--- config.mk ---
export PLATFORM = sky130hd
export DESIGN_NAME = frame_analyser
export DESIGN_NICKNAME = d
export VERILOG_FILES = /design/src/rtl/an_pkg.sv /design/src/rtl/an_frame_matcher.sv /design/src/rtl/an_sat_counter.sv /design/src/rtl/an_tag_forwarder.sv /design/src/rtl/frame_analyser.sv
export SDC_FILE = /design/constraint.sdc
export NUM_CORES = 1
export LEC_CHECK = 0
export ABC_AREA = 1
export ABC_CLOCK_PERIOD_IN_PS = 5600
export BUFFER_PORTS_ARGS = -buffer_cell sky130_fd_sc_hd__buf_2
export CAP_MARGIN = 20
export CORE_MARGIN = 10
export CORE_UTILIZATION = 50
export DETAILED_ROUTE_END_ITERATION = 10
export PLACE_DENSITY_LB_ADDON = 0.15
export SYNTH_ARGS = -nofsm -noshare
export SYNTH_HDL_FRONTEND = slang
export SYNTH_HIERARCHICAL = 1
export SYNTH_SLANG_ARGS = --single-unit
--- constraint.sdc ---
create_clock -name clk -period 5.6 [get_ports clk]
set_input_delay 0.56 -clock clk [delete_from_list [all_inputs] [get_ports clk]]
set_output_delay 0.56 -clock clk [all_outputs]
set_load 0.01 [all_outputs]
--- src/rtl/an_pkg.sv ---
// Shared definitions for the frame analyser.
// Assumes nothing beyond a 2-bit state field on the top-level port.
package an_pkg;
    typedef enum logic [1:0] {
        AN_OFF  = 2'd0,
        AN_RUN  = 2'd1,
        AN_HOLD = 2'd2
    } an_state_e;
endpackage

--- src/rtl/an_frame_matcher.sv ---
// Walks the header of each received frame byte by byte and compares
// it with the programmed pattern under per-field enables.
// Raises frame_done with the last byte and gives the verdict on frame_bad.
// Assumes: active low discards any partially seen frame.
module an_frame_matcher #(
    parameter int HDR_LEN = 14
) (
    input  logic        clk,
    input  logic        rst_n,
    input  logic        active,
    input  logic [7:0]  rx_data,
    input  logic        rx_valid,
    input  logic        rx_last,
    input  logic        rx_err,
    input  logic [47:0] pat_dst,
    input  logic [47:0] pat_src,
    input  logic [15:0] pat_type,
    input  logic [2:0]  cmp_en,
    output logic        frame_done,
    output logic        frame_bad
);
    localparam int IDX_W = $clog2(HDR_LEN + 1);
    localparam logic [IDX_W-1:0] IDX_MAX  = IDX_W'(HDR_LEN);
    localparam logic [IDX_W-1:0] IDX_LAST = IDX_W'(HDR_LEN - 1);

    logic [7:0] dst_b  [6];
    logic [7:0] src_b  [6];
    logic [7:0] type_b [2];

    // Split the pattern fields into bytes in wire order.
    for (genvar g = 0; g < 6; g++) begin : g_addr
        assign dst_b[g] = pat_dst[47-8*g -: 8];
        assign src_b[g] = pat_src[47-8*g -: 8];
    end
    for (genvar g = 0; g < 2; g++) begin : g_type
        assign type_b[g] = pat_type[15-8*g -: 8];
    end

    logic [IDX_W-1:0] idx_q;
    logic             dst_bad_q, src_bad_q, type_bad_q;
    logic             cur_dst_bad, cur_src_bad, cur_type_bad;
    logic [2:0]       src_pos;

    assign src_pos = 3'(idx_q - IDX_W'(6));

    // Compare the current byte against the pattern byte at its position.
    always_comb begin
        cur_dst_bad  = 1'b0;
        cur_src_bad  = 1'b0;
        cur_type_bad = 1'b0;
        if (idx_q < IDX_W'(6))
            cur_dst_bad = rx_data != dst_b[idx_q[2:0]];
        else if (idx_q < IDX_W'(12))
            cur_src_bad = rx_data != src_b[src_pos];
        else if (idx_q < IDX_MAX)
            cur_type_bad = rx_data != type_b[idx_q[0]];
    end

    // Track byte position and accumulated field mismatches per frame.
    always_ff @(posedge clk) begin
        if (!rst_n || !active) begin
            idx_q      <= '0;
            dst_bad_q  <= 1'b0;
            src_bad_q  <= 1'b0;
            type_bad_q <= 1'b0;
        end else if (rx_valid) begin
            if (rx_last) begin
                idx_q      <= '0;
                dst_bad_q  <= 1'b0;
                src_bad_q  <= 1'b0;
                type_bad_q <= 1'b0;
            end else begin
                if (idx_q != IDX_MAX) idx_q <= idx_q + 1'b1;
                dst_bad_q  <= dst_bad_q  | cur_dst_bad;
                src_bad_q  <= src_bad_q  | cur_src_bad;
                type_bad_q <= type_bad_q | cur_type_bad;
            end
        end
    end

    assign frame_done = active && rx_valid && rx_last;

    // Verdict at end of frame: field mismatch, error flag or short frame.
    always_comb begin
        frame_bad = (cmp_en[0] && (dst_bad_q  || cur_dst_bad))
                 || (cmp_en[1] && (src_bad_q  || cur_src_bad))
                 || (cmp_en[2] && (type_bad_q || cur_type_bad))
                 || rx_err
                 || (idx_q < IDX_LAST);
    end
endmodule

--- src/rtl/an_sat_counter.sv ---
// Saturating up-counter with synchronous clear.
// Exposes the value it will load at the next edge so that the
// caller can act on the updated count in the same cycle.
// Assumes: clear has priority over inc.
module an_sat_counter #(
    parameter int W = 16
) (
    input  logic         clk,
    input  logic         rst_n,
    input  logic         clear,
    input  logic         inc,
    output logic [W-1:0] count,
    output logic [W-1:0] count_nxt
);
    localparam logic [W-1:0] MAX = {W{1'b1}};

    // Next value: clear, step unless saturated, or hold.
    always_comb begin
        if (clear)                      count_nxt = '0;
        else if (inc && count != MAX)   count_nxt = count + 1'b1;
        else                            count_nxt = count;
    end

    // Count register.
    always_ff @(posedge clk) begin
        if (!rst_n) count <= '0;
        else        count <= count_nxt;
    end
endmodule

--- src/rtl/an_tag_forwarder.sv ---
// Forwards accepted bytes one cycle late and, for bad frames with
// tagging on, appends one trailer byte that carries the end marker.
// Assumes: at least one idle input cycle after each frame's last byte.
module an_tag_forwarder (
    input  logic       clk,
    input  logic       rst_n,
    input  logic       in_valid,
    input  logic [7:0] in_data,
    input  logic       in_last,
    input  logic       in_bad,
    input  logic       tag_en,
    input  logic [7:0] code,
    output logic [7:0] tx_data,
    output logic       tx_valid,
    output logic       tx_last
);
    logic pend_q;

    // Output register and pending-trailer flag.
    always_ff @(posedge clk) begin
        if (!rst_n) begin
            tx_data  <= '0;
            tx_valid <= 1'b0;
            tx_last  <= 1'b0;
            pend_q   <= 1'b0;
        end else if (pend_q) begin
            tx_data  <= code;
            tx_valid <= 1'b1;
            tx_last  <= 1'b1;
            pend_q   <= 1'b0;
        end else if (in_valid) begin
            tx_data  <= in_data;
            tx_valid <= 1'b1;
            tx_last  <= in_last && !(tag_en && in_bad);
            pend_q   <= in_last && tag_en && in_bad;
        end else begin
            tx_valid <= 1'b0;
            tx_last  <= 1'b0;
        end
    end
endmodule

--- src/rtl/frame_analyser.sv ---
// Frame analyser top: run-state control, pattern matcher, good/bad
// counters with two stop limits, and the forwarding path with trailer.
// Assumes: an_enable rises between frames; one idle cycle between frames.
module frame_analyser
    import an_pkg::*;
#(
    parameter int CNT_W = 16
) (
    input  logic             clk,
    input  logic             rst_n,
    input  logic             an_enable,
    input  logic             tag_enable,
    input  logic [7:0]       err_code,
    input  logic [47:0]      pat_dst,
    input  logic [47:0]      pat_src,
    input  logic [15:0]      pat_type,
    input  logic [2:0]       cmp_en,
    input  logic [CNT_W-1:0] expect_total,
    input  logic [CNT_W-1:0] expect_ok,
    input  logic [7:0]       rx_data,
    input  logic             rx_valid,
    input  logic             rx_last,
    input  logic             rx_err,
    output logic [7:0]       tx_data,
    output logic             tx_valid,
    output logic             tx_last,
    output logic [1:0]       an_state,
    output logic [CNT_W-1:0] ok_count,
    output logic [CNT_W-1:0] nok_count
);
    localparam int SUM_W = CNT_W + 1;

    an_state_e        st_q;
    logic             run, clr;
    logic             frame_done, frame_bad;
    logic [CNT_W-1:0] ok_nxt, nok_nxt;
    logic [SUM_W-1:0] total_nxt;
    logic             stop_now;

    assign run      = (st_q == AN_RUN);
    assign clr      = (st_q == AN_OFF) && an_enable;
    assign an_state = st_q;

    an_frame_matcher #(.HDR_LEN(14)) u_match (
        .clk        (clk),
        .rst_n      (rst_n),
        .active     (run),
        .rx_data    (rx_data),
        .rx_valid   (rx_valid),
        .rx_last    (rx_last),
        .rx_err     (rx_err),
        .pat_dst    (pat_dst),
        .pat_src    (pat_src),
        .pat_type   (pat_type),
        .cmp_en     (cmp_en),
        .frame_done (frame_done),
        .frame_bad  (frame_bad)
    );

    an_sat_counter #(.W(CNT_W)) u_ok_cnt (
        .clk       (clk),
        .rst_n     (rst_n),
        .clear     (clr),
        .inc       (frame_done && !frame_bad),
        .count     (ok_count),
        .count_nxt (ok_nxt)
    );

    an_sat_counter #(.W(CNT_W)) u_nok_cnt (
        .clk       (clk),
        .rst_n     (rst_n),
        .clear     (clr),
        .inc       (frame_done && frame_bad),
        .count     (nok_count),
        .count_nxt (nok_nxt)
    );

    // Stop test on the counts as they will be after this edge.
    always_comb begin
        total_nxt = {1'b0, ok_nxt} + {1'b0, nok_nxt};
        stop_now  = ((expect_total != '0) && (total_nxt >= {1'b0, expect_total}))
                 || ((expect_ok != '0) && (ok_nxt >= expect_ok));
    end

    // Run-state sequencing: off, running, hold.
    always_ff @(posedge clk) begin
        if (!rst_n)          st_q <= AN_OFF;
        else if (!an_enable) st_q <= AN_OFF;
        else begin
            case (st_q)
                AN_OFF:  st_q <= AN_RUN;
                AN_RUN:  st_q <= stop_now ? AN_HOLD : AN_RUN;
                default: st_q <= AN_HOLD;
            endcase
        end
    end

    an_tag_forwarder u_fwd (
        .clk      (clk),
        .rst_n    (rst_n),
        .in_valid (rx_valid && run),
        .in_data  (rx_data),
        .in_last  (rx_last),
        .in_bad   (frame_bad),
        .tag_en   (tag_enable),
        .code     (err_code),
        .tx_data  (tx_data),
        .tx_valid (tx_valid),
        .tx_last  (tx_last)
    );
endmodule

* Word-level counts from Yosys, hierarchy flattened
Cells that the tools add are included.
** Word-level totals
- Bits of input ports :: 170
- Word-level logic and storage cells :: 109
- Register bits :: 52
** Cells by class
- Bitwise operators :: 8
- Multiplexer cells :: 32
- Eq/ne operators :: 7
- Magnitude comparators :: 9
- Add/sub/neg operators :: 5
- Reduce and logical (&&, ||, !) cells :: 37
** Operators by type and width (number)
- 8-bit 2-to-1 mux :: 9
- 16-bit 2-to-1 mux :: 4
- 8-bit binary-select mux with 3-bit select :: 2
- 16-bit by 1-bit adder with 16-bit output (second input constant) :: 2
- 16-bit inequality test (second input constant) :: 2
- 16-bit nonzero test :: 2
- 8-bit inequality test :: 3
- 16-bit by 16-bit adder with 17-bit output :: 1
- 17-bit by 16-bit >= comparator with 1-bit output :: 1
- 16-bit >= comparator :: 1
- 1-bit logical AND :: 16
- 1-bit 2-to-1 mux :: 13
- 4-bit less-than comparator (second input constant) :: 3
- 1-bit logical OR :: 9
- 4-bit >= comparator (second input constant) :: 2
- 4-bit 2-to-1 mux :: 2
- 3-bit NOT with 4-bit output :: 2
- 4-bit by 1-bit adder with 4-bit output (second input constant) :: 1
- 1-bit logical NOT :: 4
- 4-bit by 3-bit less-than comparator with 1-bit output (second input constant) :: 1
- 4-bit inequality test (second input constant) :: 1
- 2-bit case mux with 2 select lines :: 1
- 2-bit AND reduction :: 2
- 2-bit nonzero test :: 2
- other kinds (9) :: 12

* Logic depth before layout (Yosys ltp)
- Word-level depth :: 25
- Gate-level depth with buffers :: 52

* Cells and area by module
Netlist, hierarchy kept.
** By module, submodules not included
- an_sat_counter :: seq. area each 320.3 um^2, area an instance 1123.6 um^2, instances 2, cells an instance 197
- an_frame_matcher :: seq. area each 140.1 um^2, area an instance 1914.3 um^2, instances 1, cells an instance 407
- frame_analyser :: seq. area each 40.0 um^2, area an instance 1756.7 um^2, instances 1, cells an instance 274
- an_tag_forwarder :: seq. area each 220.2 um^2, area an instance 499.2 um^2, instances 1, cells an instance 72

* Worst setup path after synthesis
Ideal clock, no wire load.
- Path kind :: register to register
- Start point :: reg u_match.idx_q[1]
- End point :: reg st_q[1] (netlist: an_state[1])
- Setup slack :: 943 ps
- Buffers on the path :: 1
- Data arrival time :: 4545 ps
- Required time :: 5488 ps
- Cell stages (with the launch flop) :: 46
- Cells stage by stage :: dfxtp_1 ha_1 nand2_1 nor2_1 o21ai_0 nand2_1 nand2_1 nand2_1 inv_1 nand2_1 nor2_1 nand2_1 nand2_1 nand2_1 nand2_1 nand3_1 nor2_1 buf_6 (+10 left out) nand2_2 o211ai_2 nand2_2 nand2_2 a21boi_2 o21ai_2 xor2_1 ha_1 nand2_1 nor2_1 nand4_1 nand4_1 a21oi_1 nand2_1 nand2_1 nand3_1 nand2_1 nor2_1
** On the way
- Word-level cells in the longest chain between the ends :: 25
- Elaborated cells on any way between the ends :: 48
** Ends and longest elaborated chain
- start, declared :: line an_frame_matcher.sv:39 : logic [IDX_W-1:0] idx_q;
- start signal, assigned :: line an_frame_matcher.sv:73 : if (idx_q != IDX_MAX) idx_q <= idx_q + 1'b1;
- 3-bit subtractor :: line an_frame_matcher.sv:44 : assign src_pos = 3'(idx_q - IDX_W'(6));
- 3-bit NOT with 4-bit output (implied by the code) :: line an_frame_matcher.sv:54 : cur_src_bad = rx_data != src_b[src_pos];
- 8-bit binary-select mux with 3-bit select :: line an_frame_matcher.sv:54
- 8-bit 2-to-1 mux (implied by the code) (2 in a row) :: line an_frame_matcher.sv:54
- 8-bit inequality test :: line an_frame_matcher.sv:54
- 1-bit 2-to-1 mux :: line an_frame_matcher.sv:53 : else if (idx_q < IDX_W'(12))
- 1-bit 2-to-1 mux :: line an_frame_matcher.sv:51 : if (idx_q < IDX_W'(6))
- 1-bit logical OR :: line an_frame_matcher.sv:86 : || (cmp_en[1] && (src_bad_q || cur_src_bad))
- (+5 left out)
- named net frame_bad :: line frame_analyser.sv:35 : logic frame_done, frame_bad;
- (+4 left out)
- 16-bit 2-to-1 mux (*) :: line an_sat_counter.sv:19 : if (clear) count_nxt = '0;
- named net ok_nxt[6] :: line frame_analyser.sv:36 : logic [CNT_W-1:0] ok_nxt, nok_nxt;
- 16-bit by 16-bit adder with 17-bit output :: line frame_analyser.sv:80 : total_nxt = {1'b0, ok_nxt} + {1'b0, nok_nxt};
- 17-bit by 16-bit >= comparator with 1-bit output :: line frame_analyser.sv:81 : stop_now = ((expect_total != '0) && (total_nxt >= {1'b0, expect_total}))
- 1-bit logical AND :: line frame_analyser.sv:81
- 1-bit logical OR (*) :: line frame_analyser.sv:82 : || ((expect_ok != '0) && (ok_nxt >= expect_ok));
- 2-bit 2-to-1 mux (*) :: line frame_analyser.sv:92 : AN_RUN: st_q <= stop_now ? AN_HOLD : AN_RUN;
- 2-bit case mux with 2 select lines (*) :: line frame_analyser.sv:90 : case (st_q)
- end signal, assigned :: line frame_analyser.sv:92
- end, declared :: line frame_analyser.sv:33 : an_state_e st_q;
The timed path passes the listed nets; every way through them passes the cells marked *. The select of a mux whose other input is x is not followed.
A chain may end at the register's enable or synchronous reset.

* Final worst setup path
- Start point :: reg u_match.idx_q[1]
- End point :: reg st_q[1] (netlist: an_state[1])
** On the way
- Elaborated cells on any way between the ends :: 48
** RTL lines (line)
- 3-bit subtractor :: an_frame_matcher.sv:44
- 3-bit NOT with 4-bit output (implied by the code) :: an_frame_matcher.sv:54
- 8-bit binary-select mux with 3-bit select :: an_frame_matcher.sv:54
- 8-bit 2-to-1 mux (implied by the code) (2 in a row) :: an_frame_matcher.sv:54
- 8-bit inequality test :: an_frame_matcher.sv:54
- 1-bit 2-to-1 mux :: an_frame_matcher.sv:53
- 1-bit 2-to-1 mux :: an_frame_matcher.sv:51
- 1-bit logical OR :: an_frame_matcher.sv:86
- (+5 left out)
- named net frame_bad :: frame_analyser.sv:35
- (+3 left out)
- 16-bit 2-to-1 mux (*) :: an_sat_counter.sv:19
- named net nok_nxt[0] :: frame_analyser.sv:36
- 16-bit by 16-bit adder with 17-bit output (*) :: frame_analyser.sv:80
- 17-bit by 16-bit >= comparator with 1-bit output (*) :: frame_analyser.sv:81
- 1-bit logical AND (*) :: frame_analyser.sv:81
- 1-bit logical OR (*) :: frame_analyser.sv:82
- 2-bit 2-to-1 mux (*) :: frame_analyser.sv:92
- 2-bit case mux with 2 select lines (*) :: frame_analyser.sv:90
Marks and branches as above.

==> summary.md <==
| Metric | Value |
|---|---|
| Highest net fanout along the worst path | 8 |
| Area of the core | ~13000 µm² |
| Sequential cell area fraction in the yosys report | ~16% |
| Pin count of the biggest net entering global routing | 62 |
| Number of hold violations in the final report | 0 |
| Max-cap check violation count | 0 |
| Static Leakage | about 4.8 nW |
| Number of cells after detailed placement | 1516 |
| EDFF count, synth | 0 |
| Portion of the clock cycle consumed by the worst path in the final layout | between 90% and 100% |
| Boundary pin count | about 210 |
| Initial standard-cell utilization of the core | 50.9% |
| Bufs on Longest Clock Path | 2 |
| Total overflow reported by the global router | 0 |
| Cell Pwr Density | about 110 nW/µm² |
| Final Core Density | 63.1% |
| Chip Height | ~130 µm |
| Synthesized area | 6420 µm² |
| H-tree depth | 2 |
| Number of iterations in the first detailed-routing pass | 6 |
| Post-synthesis average cell area | 5.59 µm² |
| Arr. time, crit path | 5.30 ns |
| Post-Route WL | 21.9 mm |
| Post-synth top cells | nand2_1, inv_1, nor2_1 |
| Main area contributors after synthesis | nand2_1, dfxtp_1, inv_1 |
| Crit path launch type | flip-flop |
| Library cell with the largest summed area after synthesis | nand2_1 |
| YS warnings | 6 |
| Relative slew slack | 49.9% |
| Dominant cell type by count on the critical path | nand2_1 |
| Flop-to-flop setup slack | 0.51 ns |
| Outcome | completed |
| Highest cell delay on the worst timing path | roughly 0.39 ns |
| Placement-stage worst setup slack | ~0.11 ns |
| Std-Cell Rows | 41 |
| Worst-margin pin slew | between 0.7 and 0.8 ns |
| Ratio of cells with drive above 1 in the final layout | 22.7% |
| Clock latency at the later pin of the worst-skew pair | roughly 0.30 ns |
| Area share of the leading cell type in the synthesized netlist | between 20% and 30% |
| Initial antenna violation count | 0 |
| Aggregate negative setup slack | 0 ns |
| Async set-or-reset flop fraction in the synthesized netlist | 0% |
| Global routing usage summed across all routing layers | between 20% and 30% |
| Dpl hpwl | 18.0 mm |
| Slowest library cell on the worst path | fa_2 |
| Achievable frequency | 196 MHz |
| Maximum vdd drop | 0.109 mV |
| Area overhead of the layout relative to synthesis | 24.0% |
| IO buf count | 213 |
| Via count of the first global-routing pass | 7240 |
| Capturing element type of the critical path | flip-flop |
| Cells after synthesis | around 1.1k |
| Final min period | a little over 5 ns |
| Synth Flop Type | dfxtp_1 |
| Type of the most critical hold path | reg2reg |
| Total clock buffers created by CTS | 5 |
| ANT nets after route | 0 |
| PnR worst setup slack | 0.507 ns |
| Final Net Count | roughly 1.6k |
| Most common cell in the synthesized netlist | nand2_1 |
| Routability-driven placement congestion ratio | 0.947 |
| CP Class | reg2reg |
| Required time at the worst-slack endpoint | ~5.8 ns |
| Cell Count, Final, Fillers Out | between 1.5k and 2k |
| DR iter-0 viols | 468 |
| Setup repair after global routing missed its margin | no |
| Slew Limit Fails | 0 |
| Clock transition at the register clock pins on the worst setup and hold paths after CTS | roughly 0.080 ns |
| Worst Skew | ~0.015 ns |
| Synth unique cells | 36 |
| CTS sink count | 52 |
| Clock tree from TritonCTS | yes |
| Wire length of the first global-routing pass | 35.0 mm |
| Total via count in the routed design | 7741 |
| Post-synthesis register bit count | 52 |
| Root Buffer Master | clkbuf_16 |
| Horiz. Die Dim | 133 µm |
| Routed wirelength normalized by instance count | 14.2 µm |
| Die area | roughly 18000 µm² |
| Via density | 5.05 |
| Count of unresolved DRC violations after routing | 0 |
| Antenna diodes | 0 |
| Endpoints failing setup | 0 |
| Net Count, Synth | about 1.4k |
## area by class of cell
class | instances | area [µm²]
Inverter | 213 | 803
Clock inverter | 3 | 21.3
Sequential cell | 52 | 1050
Tap cell | 172 | 215
Timing Repair Buffer | 236 | 1280
Timing Repair inverter | 1 | 5.00
Multi-Input combinational cell | 852 | 4460
Clock buffer | 5 | 125
Fill cell | 1286 | 4660
## flip-flops by register name, summed over array words and instances, names as in the netlist
| signal | flops |
|---|---|
| u_match/type_bad_q | 1 |
| u_fwd/tx_data | 8 |
| u_match/src_bad_q | 1 |
| u_match/dst_bad_q | 1 |
| u_fwd/tx_valid | 1 |
| u_fwd/pend_q | 1 |
| u_fwd/tx_last | 1 |
| an_state | 2 |
| u_ok_cnt/count | 16 |
| u_nok_cnt/count | 16 |
| u_match/idx_q | 4 |
## report_power, final
part | leakage [nW] | internal [mW] | switching (mW)
combinational | 4.36 | 0.0915 | 0.121
sequential | 0.421 | 0.373 | 0.00315
clock | 0.0702 | 0.167 | 0.148
total | 4.85 | 0.632 | 0.272
## worst paths after layout
path,cells past startpoint,startpoint,to
worst min register to register,2,u_match/type_bad_q$_SDFFE_PP0P_,u_match/type_bad_q$_SDFFE_PP0P_
worst max register to register,43,u_match/idx_q[1]$_SDFFE_PP0P_,an_state[1]$_SDFF_PN0_
worst min-delay path,2,u_match/type_bad_q$_SDFFE_PP0P_,u_match/type_bad_q$_SDFFE_PP0P_
worst max-delay path,43,u_match/idx_q[1]$_SDFFE_PP0P_,an_state[1]$_SDFF_PN0_
## critical path: cells and delay by family (launching register included)
kind	cells	cell delay (ns)
DFF	1	0.38
xor gates and xnor gates	1	0.17
buffers and inverters	6	0.74
AOI/OAI and AO/OA	7	0.82
and+or+nand+nor	26	2.07
adders and majority gates	3	0.81
## per-stage QoR
step                      cell area [µm²]  power [mW]  hold slack (ns)
final                                7960       0.904            0.469
after global routing                 7960       0.961            0.488
after CTS                            7740       0.905            0.473
after detailed placement             7590       0.591            0.462
after global placement               7590       0.590            0.454
after floorplan                      6420       0.497            0.444
## cells by family (layout without fill, tap and decap cells)
family	after synthesis	after routing	share of synthesized area, %
compound gates	104	104	9.34
xor+xnor	27	27	3.68
fa+ha+maj	54	54	10.6
buf+inv	243	458	16.0
flops	52	52	16.2
simple gates	667	667	44.1
## layer usage
layer  GRT usage, %  up-vias  wire length [µm]
li1               -     4007                 -
met4           7.44        0               586
met1           28.4     3427              9330
met2           40.2      270             10200
met5              0        -                 0
met3           5.04       37              1710
## placed cells by master, fill, tap and decap left out, types with 2 or more instances in the layout
cell / count
inv_1: 199
o21bai_1: 3
nand3_2: 2
nor3_1: 8
nand2_2: 6
nor2_2: 9
clkbuf_16: 6
buf_2: 213
nor3_2: 4
xor2_1: 22
o21a_1: 8
ha_1: 49
nor2_4: 3
nor2_1: 119
a21oi_2: 5
inv_2: 13
o21ai_1: 13
nor3b_1: 2
xnor2_1: 5
nor4_1: 8
nand3b_1: 2
nand2_4: 5
clkinvlp_4: 2
dfxtp_1: 50
buf_12: 2
a21oi_1: 36
buf_4: 18
o21ai_2: 4
nand3_1: 122
o21ai_0: 30
o211ai_1: 2
nand2_1: 358
nand4_1: 16
or2_2: 3
ha_4: 4
## repair_timing
item                       CTS  global route
resized for setup            0            38
setup endpoints to repair    0             2
buffers inserted             0             8
hold buffers                 0             0
Note: power is estimated with default switching activity, not from simulation.
